File: src/rtl/msi_pkg.sv
package msi_pkg;
  localparam logic [7:0] CAP_ID_MSI = 8'h05;

  // smallest n (0..5) with 2^n >= nv
  function automatic logic [2:0] mmc_of(input int nv);
    logic [2:0] r;
    r = 3'd5;
    for (int n = 5; n >= 0; n--) begin
      if ((1 << n) >= nv) r = 3'(n);
    end
    return r;
  endfunction

  function automatic logic [31:0] byte_merge(input logic [31:0] old_v,
                                             input logic [31:0] new_v,
                                             input logic [3:0]  be);
    logic [31:0] r;
    for (int b = 0; b < 4; b++) begin
      r[b*8 +: 8] = be[b] ? new_v[b*8 +: 8] : old_v[b*8 +: 8];
    end
    return r;
  endfunction
endpackage

File: src/rtl/msi_cfg_regs.sv
module msi_cfg_regs
  import msi_pkg::*;
#(
  parameter bit         ADDR64   = 1'b1,
  parameter int         NUM_VEC  = 8,
  parameter logic [7:0] NEXT_PTR = 8'h00
) (
  input  logic               clk,
  input  logic               rst_n,
  input  logic               wr_en,
  input  logic [3:0]         dw,
  input  logic [3:0]         be,
  input  logic [31:0]        wdata,
  input  logic [NUM_VEC-1:0] pend_i,
  output logic [31:0]        rdata,
  output logic               en_o,
  output logic [2:0]         mme_o,
  output logic [63:0]        addr_o,
  output logic [15:0]        data_o,
  output logic [NUM_VEC-1:0] mask_o,
  output logic [NUM_VEC-1:0] mask_n_o
);
  localparam logic [3:0] DW_ALO  = 4'd1;
  localparam logic [3:0] DW_AHI  = 4'd2;
  localparam logic [3:0] DW_DATA = ADDR64 ? 4'd3 : 4'd2;
  localparam logic [3:0] DW_MASK = ADDR64 ? 4'd4 : 4'd3;
  localparam logic [3:0] DW_PEND = ADDR64 ? 4'd5 : 4'd4;
  localparam logic [2:0] MMC     = mmc_of(NUM_VEC);

  logic               en_q, en_n;
  logic [2:0]         mme_q, mme_n;
  logic [31:0]        alo_q, alo_n, ahi_q, ahi_n;
  logic [15:0]        data_q, data_n;
  logic [NUM_VEC-1:0] mask_q, mask_n;
  logic [15:0]        ctrl;
  logic [31:0]        rd_raw;

  // next-state
  always_comb begin
    en_n   = en_q;
    mme_n  = mme_q;
    alo_n  = alo_q;
    ahi_n  = ahi_q;
    data_n = data_q;
    mask_n = mask_q;
    if (wr_en) begin
      if (dw == 4'd0 && be[2]) begin
        en_n  = wdata[16];
        mme_n = wdata[22:20];
      end
      if (dw == DW_ALO) alo_n = byte_merge(alo_q, wdata, be);
      if (ADDR64 && dw == DW_AHI) ahi_n = byte_merge(ahi_q, wdata, be);
      if (dw == DW_DATA) begin
        for (int i = 0; i < 16; i++) if (be[i/8]) data_n[i] = wdata[i];
      end
      if (dw == DW_MASK) begin
        for (int i = 0; i < NUM_VEC; i++) if (be[i/8]) mask_n[i] = wdata[i];
      end
    end
  end

  // registers
  always_ff @(posedge clk or negedge rst_n) begin
    if (!rst_n) begin
      en_q   <= 1'b0;
      mme_q  <= 3'd0;
      alo_q  <= '0;
      ahi_q  <= '0;
      data_q <= '0;
      mask_q <= '0;
    end else if (wr_en) begin
      en_q   <= en_n;
      mme_q  <= mme_n;
      alo_q  <= alo_n;
      ahi_q  <= ahi_n;
      data_q <= data_n;
      mask_q <= mask_n;
    end
  end

  // read path
  always_comb begin
    ctrl   = {7'd0, 1'b1, ADDR64, mme_q, MMC, en_q};
    rd_raw = '0;
    if (dw == 4'd0)                rd_raw = {ctrl, NEXT_PTR, CAP_ID_MSI};
    else if (dw == DW_ALO)         rd_raw = alo_q;
    else if (ADDR64 && dw == DW_AHI) rd_raw = ahi_q;
    else if (dw == DW_DATA)        rd_raw = {16'd0, data_q};
    else if (dw == DW_MASK)        rd_raw = 32'(mask_q);
    else if (dw == DW_PEND)        rd_raw = 32'(pend_i);
  end

  assign rdata    = rd_raw & {{8{be[3]}}, {8{be[2]}}, {8{be[1]}}, {8{be[0]}}};
  assign en_o     = en_q;
  assign mme_o    = mme_q;
  assign addr_o   = {ahi_q, alo_q};
  assign data_o   = data_q;
  assign mask_o   = mask_q;
  assign mask_n_o = mask_n;
endmodule

File: src/rtl/msi_vector_ctl.sv
module msi_vector_ctl #(
  parameter int NUM_VEC = 8
) (
  input  logic               clk,
  input  logic               rst_n,
  input  logic [NUM_VEC-1:0] irq_req,
  input  logic               en,
  input  logic [NUM_VEC-1:0] mask_q,
  input  logic [NUM_VEC-1:0] mask_n,
  input  logic [NUM_VEC-1:0] accept_1h,
  output logic [NUM_VEC-1:0] pend_o,
  output logic [NUM_VEC-1:0] queue_o
);
  logic [NUM_VEC-1:0] prev_q, pend_q, pend_n, queue_q, queue_n;
  logic [NUM_VEC-1:0] rise, pend_mid, release_v, send_add;

  always_comb begin
    rise      = en ? (irq_req & ~prev_q) : '0;
    pend_mid  = pend_q | (rise & mask_q);
    release_v = en ? (mask_q & ~mask_n & pend_mid) : '0;
    send_add  = (rise & ~mask_q) | release_v;
    pend_n    = pend_mid & ~send_add;
    queue_n   = (queue_q & ~accept_1h) | send_add;
  end

  always_ff @(posedge clk or negedge rst_n) begin
    if (!rst_n) begin
      prev_q  <= '0;
      pend_q  <= '0;
      queue_q <= '0;
    end else begin
      prev_q  <= irq_req;
      pend_q  <= pend_n;
      queue_q <= queue_n;
    end
  end

  assign pend_o  = pend_q;
  assign queue_o = queue_q;
endmodule

File: src/rtl/msi_msg_fmt.sv
module msi_msg_fmt #(
  parameter int NUM_VEC = 8
) (
  input  logic [NUM_VEC-1:0] queue,
  input  logic [2:0]         mme,
  input  logic [63:0]        addr,
  input  logic [15:0]        data,
  input  logic               ready,
  output logic               valid,
  output logic [63:0]        msg_addr,
  output logic [31:0]        msg_data,
  output logic [NUM_VEC-1:0] accept_1h
);
  localparam int VW = (NUM_VEC > 1) ? $clog2(NUM_VEC) : 1;

  logic [VW-1:0]      vec;
  logic [NUM_VEC-1:0] lowest;
  logic [15:0]        low_mask;

  always_comb begin
    vec = '0;
    for (int i = NUM_VEC - 1; i >= 0; i--) begin
      if (queue[i]) vec = VW'(i);
    end
  end

  assign lowest    = queue & (~queue + 1'b1);
  assign valid     = |queue;
  assign accept_1h = (valid && ready) ? lowest : '0;
  assign low_mask  = (16'd1 << mme) - 16'd1;
  assign msg_addr  = addr;
  assign msg_data  = {16'd0, (data & ~low_mask) | (16'(vec) & low_mask)};
endmodule

File: src/rtl/msi_cap_engine.sv
module msi_cap_engine #(
  parameter bit         ADDR64   = 1'b1,
  parameter int         NUM_VEC  = 8,
  parameter logic [7:0] NEXT_PTR = 8'h00
) (
  input  logic               clk,
  input  logic               rst_n,
  input  logic               cfg_wr_en,
  input  logic [3:0]         cfg_dw,
  input  logic [3:0]         cfg_be,
  input  logic [31:0]        cfg_wdata,
  output logic [31:0]        cfg_rdata,
  input  logic [NUM_VEC-1:0] irq_req,
  output logic               msg_valid,
  input  logic               msg_ready,
  output logic [63:0]        msg_addr,
  output logic [31:0]        msg_data
);
  logic               en_w;
  logic [2:0]         mme_w;
  logic [63:0]        addr_w;
  logic [15:0]        data_w;
  logic [NUM_VEC-1:0] mask_w, mask_n_w, pend_w, queue_w, accept_w;

  msi_cfg_regs #(.ADDR64(ADDR64), .NUM_VEC(NUM_VEC), .NEXT_PTR(NEXT_PTR)) u_regs (
    .clk(clk), .rst_n(rst_n), .wr_en(cfg_wr_en), .dw(cfg_dw), .be(cfg_be),
    .wdata(cfg_wdata), .pend_i(pend_w), .rdata(cfg_rdata), .en_o(en_w),
    .mme_o(mme_w), .addr_o(addr_w), .data_o(data_w), .mask_o(mask_w),
    .mask_n_o(mask_n_w)
  );

  msi_vector_ctl #(.NUM_VEC(NUM_VEC)) u_vec (
    .clk(clk), .rst_n(rst_n), .irq_req(irq_req), .en(en_w), .mask_q(mask_w),
    .mask_n(mask_n_w), .accept_1h(accept_w), .pend_o(pend_w), .queue_o(queue_w)
  );

  msi_msg_fmt #(.NUM_VEC(NUM_VEC)) u_fmt (
    .queue(queue_w), .mme(mme_w), .addr(addr_w), .data(data_w),
    .ready(msg_ready), .valid(msg_valid), .msg_addr(msg_addr),
    .msg_data(msg_data), .accept_1h(accept_w)
  );
endmodule

File: config.mk
export PLATFORM = sky130hd
export DESIGN_NAME = msi_cap_engine
export DESIGN_NICKNAME = d
export VERILOG_FILES = /design/src/rtl/msi_pkg.sv /design/src/rtl/msi_cfg_regs.sv /design/src/rtl/msi_vector_ctl.sv /design/src/rtl/msi_msg_fmt.sv /design/src/rtl/msi_cap_engine.sv
export SDC_FILE = /design/constraint.sdc
export NUM_CORES = 1
export LEC_CHECK = 0
export CORE_MARGIN = 4
export CORE_UTILIZATION = 35
export CTS_CLUSTER_SIZE = 28
export DETAILED_ROUTE_END_ITERATION = 10
export PLACE_DENSITY_LB_ADDON = 0.2
export SLEW_MARGIN = 20
export SYNTH_ARGS = -nofsm -noshare
export SYNTH_HDL_FRONTEND = slang
export SYNTH_HIERARCHICAL = 1
export SYNTH_SLANG_ARGS = --single-unit
File: constraint.sdc
create_clock -name clk -period 2 [get_ports clk]
set_clock_uncertainty 0.2 [all_clocks]
set_input_delay 0.3 -clock clk [delete_from_list [all_inputs] [get_ports clk]]
set_output_delay 0.3 -clock clk [all_outputs]
set_load 0.01 [all_outputs]
* Yosys cells after proc, flatten, opt, wreduce, memory -nomap -nowiden *
Cells that the tools add are included.
Widths: inputs -> output; s select.

word-level totals
  logic and storage cells = 88
  flip-flop bits (word level) = 116
  output and inout bits = 129

operators by class
  shift-type cells = 1
  $add $sub $neg = 2
  mux-type cells = 27
  bitwise gates (word level) = 22
  reductions and logical operators = 15
  equal/unequal tests = 5

operators with widths
  kind                   number
  $mux 32                5
  $and 8x8->8            8
  $mux 8                 6
  $not 8->8              6
  $and 32x32->32         1
  $reduce_and 3->1       10
  $mux 3                 8
  $or 8x8->8             3
  $and 16x16->16         1
  $and 3x16->16          1
  $not 16->16            1
  $or 16x16->16          1
  $shl 1x3->16 const A   1
  $sub 16x1->16 const B  1
  $add 8x1->8 const B    1
  $eq 4x2->1 const B     2
  $eq 4x3->1 const B     2
  $mux 1                 8
  $reduce_or 8->1        1
  $eq 4x1->1 const B     1
  $logic_not 4->1        1
  $logic_and 1x1->1      2
  $reduce_and 2->1       1

* Longest topological paths before layout *
  depth after elaboration = 10
  gate-level depth with buffers = 9
  depth with buffers taken out = 7

* Hierarchy *
The synthesis kept the hierarchy.

modules (own cells, without submodules)
  module          times used  sequential area each (µm²)  area an instance (µm²)  cells an instance
  msi_cfg_regs    1           2302.2                      4553.1                  381
  msi_vector_ctl  1           600.6                       1228.7                  106
  msi_msg_fmt     1           0.0                         993.5                   141

* Least setup slack after synthesis *
Ideal clock, no wire load.

  kind = reg2out
  start = reg u_regs.mme_q[2] (netlist: u_regs/mme_o[2])
  end = out msg_data[4]
  buffers on the path = 2
  stages on the path, launching flop included = 9
  slack = -0.118 ns
  data arrival time = 1.618 ns
  data required time = 1.500 ns
  path through = dfrtp_1 > buf_2 > nor3_1 > inv_1 > ha_1 > clkbuf_1 > nor2_1 > mux2i_1 > o211a_1

on the way
  longest elaborated chain between the ends = 5
  elaborated cells between the ends (all ways) = 6

ends and longest elaborated chain
  what                    line                  source
  start, declared         msi_cfg_regs.sv:31    logic [2:0] mme_q, mme_n;
  start signal, assigned  msi_cfg_regs.sv:73    mme_q <= mme_n;
  $shl 1x3->16 *          msi_msg_fmt.sv:30     assign low_mask = (16'd1 << mme) - 16'd1;
  $sub 16x1->16 *         msi_msg_fmt.sv:30
  $not 16->16             msi_msg_fmt.sv:32     assign msg_data = {16'd0, (data & ~low_mask) | (16'(vec) & low_mask)};
  $and 16x16->16          msi_msg_fmt.sv:32
  $or 16x16->16 *         msi_msg_fmt.sv:32
  end, declared           msi_cap_engine.sv:17  output logic [31:0] msg_data

Mark *: on every way between the ends. The rest lies on a longest branch, timed or not.

* Worst setup path after layout *
  start = reg u_regs.mme_q[1] (netlist: u_regs/mme_o[1])
  end = out msg_data[2]

The elaborated chain is that of the path after synthesis.

==> summary.md <==
| Metric | Value |
|---|---|
| Slowest cell on the critical path | dfrtp_2 |
| Min cycle time layout | 2.40 ns |
| WHS Path Cells | 1 |
| Seq/Total Area, Yosys | a little over two fifths |
| Max-cap violation count | 0 |
| R2R cell count | 6 |
| Top cells by area, synth | dfrtp_1 (43%), mux2_2 (16%), buf_4 (9.2%) |
| Setup WS pre-CTS | -1.03 ns |
| Rows | 50 |
| Register area | 0.00291 sq mm |
| Final setup TNS | -3.96 ns |
| Hold path endpoint | u_vec/prev_q[5] |
| Clock Pin Slew Worst Setup and Hold Paths | 0.06 ns |
| Worst R2R End | u_vec/queue_o[7] |
| Syn Inst Count | about 630 |
| GRT Residual Overflow | 0 |
| Fmax | around 0.42 GHz |
| Fin crit share | 120% |
| Endpoints failing setup | 19 |
| Post-Route WL | approximately 20,000 um |
| H-tree levels | 4 |
| Die height | approximately 150 um |
| Vias per inst | about 4.8 |
| Crit path cell chain | nor3_4 > inv_2 > ha_4 > buf_6 > xnor2_4 > nand2_2 > o21ai_2 > buf_2 |
| Crit path max-delay family | flip-flops |
| Violated checks | negative setup slack |
| Drt drc | 0 |
| DRT Pass-1 Iters | 4 |
| Setup CP Type | reg -> out |
| Chip width | between 100 and 150 um |
| Yosys reg bits | 116 |
| Clk buf depth | 2 |
| Number of synthesized flops with an enable pin | 0 |
| RSZ-0062 raised after global routing | yes |
| Leak | 0.00461 uW |
| Per-cell routed wire length | 17.8 um |
| Top-count cell post-synth | dfrtp_1 |
| HP Start | irq_req[5] |
| Post-Syn Area | 0.00678 sq mm |
| Ys flop type | dfrtp_1 |
| Layout cell share with drive strength beyond 1 | 50.9% |
| Crit-path max FO | 5 |
| Root buffer cell | clkbuf_16 |
| Port Buf Inserts | approximately 160 |
| Cell taking the most area after synthesis | dfrtp_1 |
| Detailed-route via count | about 5.3k |
| DPL Wire Length | about 14,000 um |
| Reg-to-reg setup timing slack | 0.21 ns |
| Share of the synthesized area in the top cell type | between 40% and 50% |
| P per Cell Area | 1030 mW/mm^2 |
| Gpl congestion | 0.837 |
| Worst EP arrival | 1.90 ns |
| Class of the worst hold path | in -> reg |
| CTS tree | built |
| Ys async rst share | 100% |
| Starting Density | 35.9% |
| CP peak stage delay | 0.45 ns |
| RR Startpoint | u_vec/queue_o[1] |
| Number of global-route vias before repair | about 6k |
| Yosys cell types | just under 60 |
| Die ar. | ~0.022 sq mm |
| Global Route Usage Sum | 18.8% |
| First-pass GRT wire length | approximately 32,000 um |
| IO Count | 181 |
| Worst Path Buf+Inv | 3 |
| Largest net degree at the start of global routing | 51 |
| Worst skew pair latency | between 0.4 and 0.5 ns |
| Antenna viol nets, final | 0 |
| Synth warnings | 6 |
| Final Max Tran Viols | 0 |
| Layout fillers | 1,673 |
| Avg Cell Area, Syn | between 10 and 15 sq um |
| Req. time, crit path | about 1.5 ns |
| DR iter-0 viols | around 180 |
| Nets | 887 |
| Area growth syn-to-layout | 47.8% |
| CTS sink count | 116 |
| Startpoint types | flop |
| Setup ws final | -0.399 ns |
| Fin. Hold Viols | 0 |
| Total CTS buffers | 17 |
| Initial antenna violation count | 2 |
| Maximum vdd ir drop | roughly 0.00059 V |
| Core ar. | 0.0189 sq mm |
| Post-synth top cells | dfrtp_1 (116), mux2_2 (99), buf_4 (83), nand2_1 (44), nor2_1 (41) |
| Crit. End Element | output port |
| Outcome | finished, violations left |
| Area of the multi-input gates | 0.00351 sq mm |
[report_power, final]
part / internal [uW] / total (uW) / switching (uW)
Combinational: 2200 / 3750 / 1550
Clock: 1910 / 3130 / 1220
Sequential: 2890 / 3430 / 537
[area by class of cell]
cell class / instances / area share [%]
clock inverters: 14 / 1.66
repair buffers: 279 / 25.6
diodes: 1 / 0.0250
multi-input cells: 392 / 35.0
inverters: 27 / 1.01
clock buffers: 18 / 4.38
well taps: 260 / 3.25
flip-flops and latches: 116 / 29.1
[kinds of logic (layout without fill, tap and decap cells)]
logic type | after synthesis | count (layout) | synth area share [%]
buf+inv | 135 | 338 | 12.7
simple gates | 158 | 158 | 13.9
xor+xnor | 2 | 2 | 0.259
compound gates | 95 | 95 | 10.2
flops | 116 | 116 | 42.8
fa+ha+maj | 2 | 2 | 0.369
mux | 119 | 119 | 19.7
other cells | 1 | 17 | 0.0553
[sequential cells by signal (all words and copies together) (netlist names)]
name	flops
u_regs/mask_o	8
u_vec/pend_o	8
u_regs/data_o	16
u_regs/mme_o	3
u_regs/en_o	1
u_regs/ahi_q	32
u_vec/prev_q	8
u_regs/alo_q	32
u_vec/queue_o	8
[how the worst max path moves through the flow]
stage | from | to | depth (start not counted)
2_1_floorplan | cfg_dw[3] | u_vec/pend_o[0] | 9
3_3_place_gp | cfg_dw[2] | cfg_rdata[1] | 6
3_5_place_dp | cfg_dw[2] | cfg_rdata[1] | 6
4_1_cts | u_regs/mme_o[2] | msg_data[2] | 8
5_1_grt | u_regs/mme_o[1] | msg_data[2] | 8
6_report | u_regs/mme_o[1] | msg_data[2] | 8
[cell usage in the layout (no fill, tap or decap), types with 5 or more instances in the layout]
master	n
nor2_2	10
a21oi_1	29
buf_6	31
inv_2	7
o22ai_2	8
dlygate4sd2_1	6
nand2_1	33
a22oi_1	8
clkdlybuf4s50_1	109
inv_6	6
nor2b_4	11
inv_1	20
dfrtp_1	109
mux2_4	8
clkbuf_16	17
conb_1	16
nor2_1	29
nand2_2	18
dfrtp_2	7
a21oi_2	14
mux2_2	95
o221ai_2	5
buf_2	27
nand2b_4	7
buf_12	7
buf_4	88
mux2i_1	15
[stage by stage]
| stage | cells | util (%) | area [sq um] | hold WS, ns | power, uW |
|---|---|---|---|---|---|
| after detailed placement | 1036 | 46.2 | 8730 | 0.0783 | 6620 |
| after floorplan | 643 | - | 6900 | -0.196 | 5310 |
| after CTS | 1100 | 51.9 | 9810 | 0.137 | 10200 |
| final | 1107 | 53.0 | 10000 | 0.158 | 10300 |
| after global placement | 1036 | 46.2 | 8730 | 0.0846 | 6560 |
| after global routing | 1107 | 53.0 | 10000 | 0.146 | 10900 |
[routing by layer]
metal / wire length, um / track usage, % / up-vias
li1: - / - / 2495
met1: 8590 / 23.9 / 2631
met2: 9580 / 30.8 / 158
met3: 1280 / 5.61 / 17
met4: 233 / 5.96 / 2
met5: 13 / 0 / -
[timing repair]
item / in CTS / in global routing
gates cloned: 1 / 0
endpoints found under the hold margin: 27 / 0
resized for setup: 272 / 50
setup endpoints to repair: 78 / 40
buffers inserted: 30 / 7
pin swaps: 40 / 31
hold buffers: 1 / 0
Power figures use the tool's default switching activity.
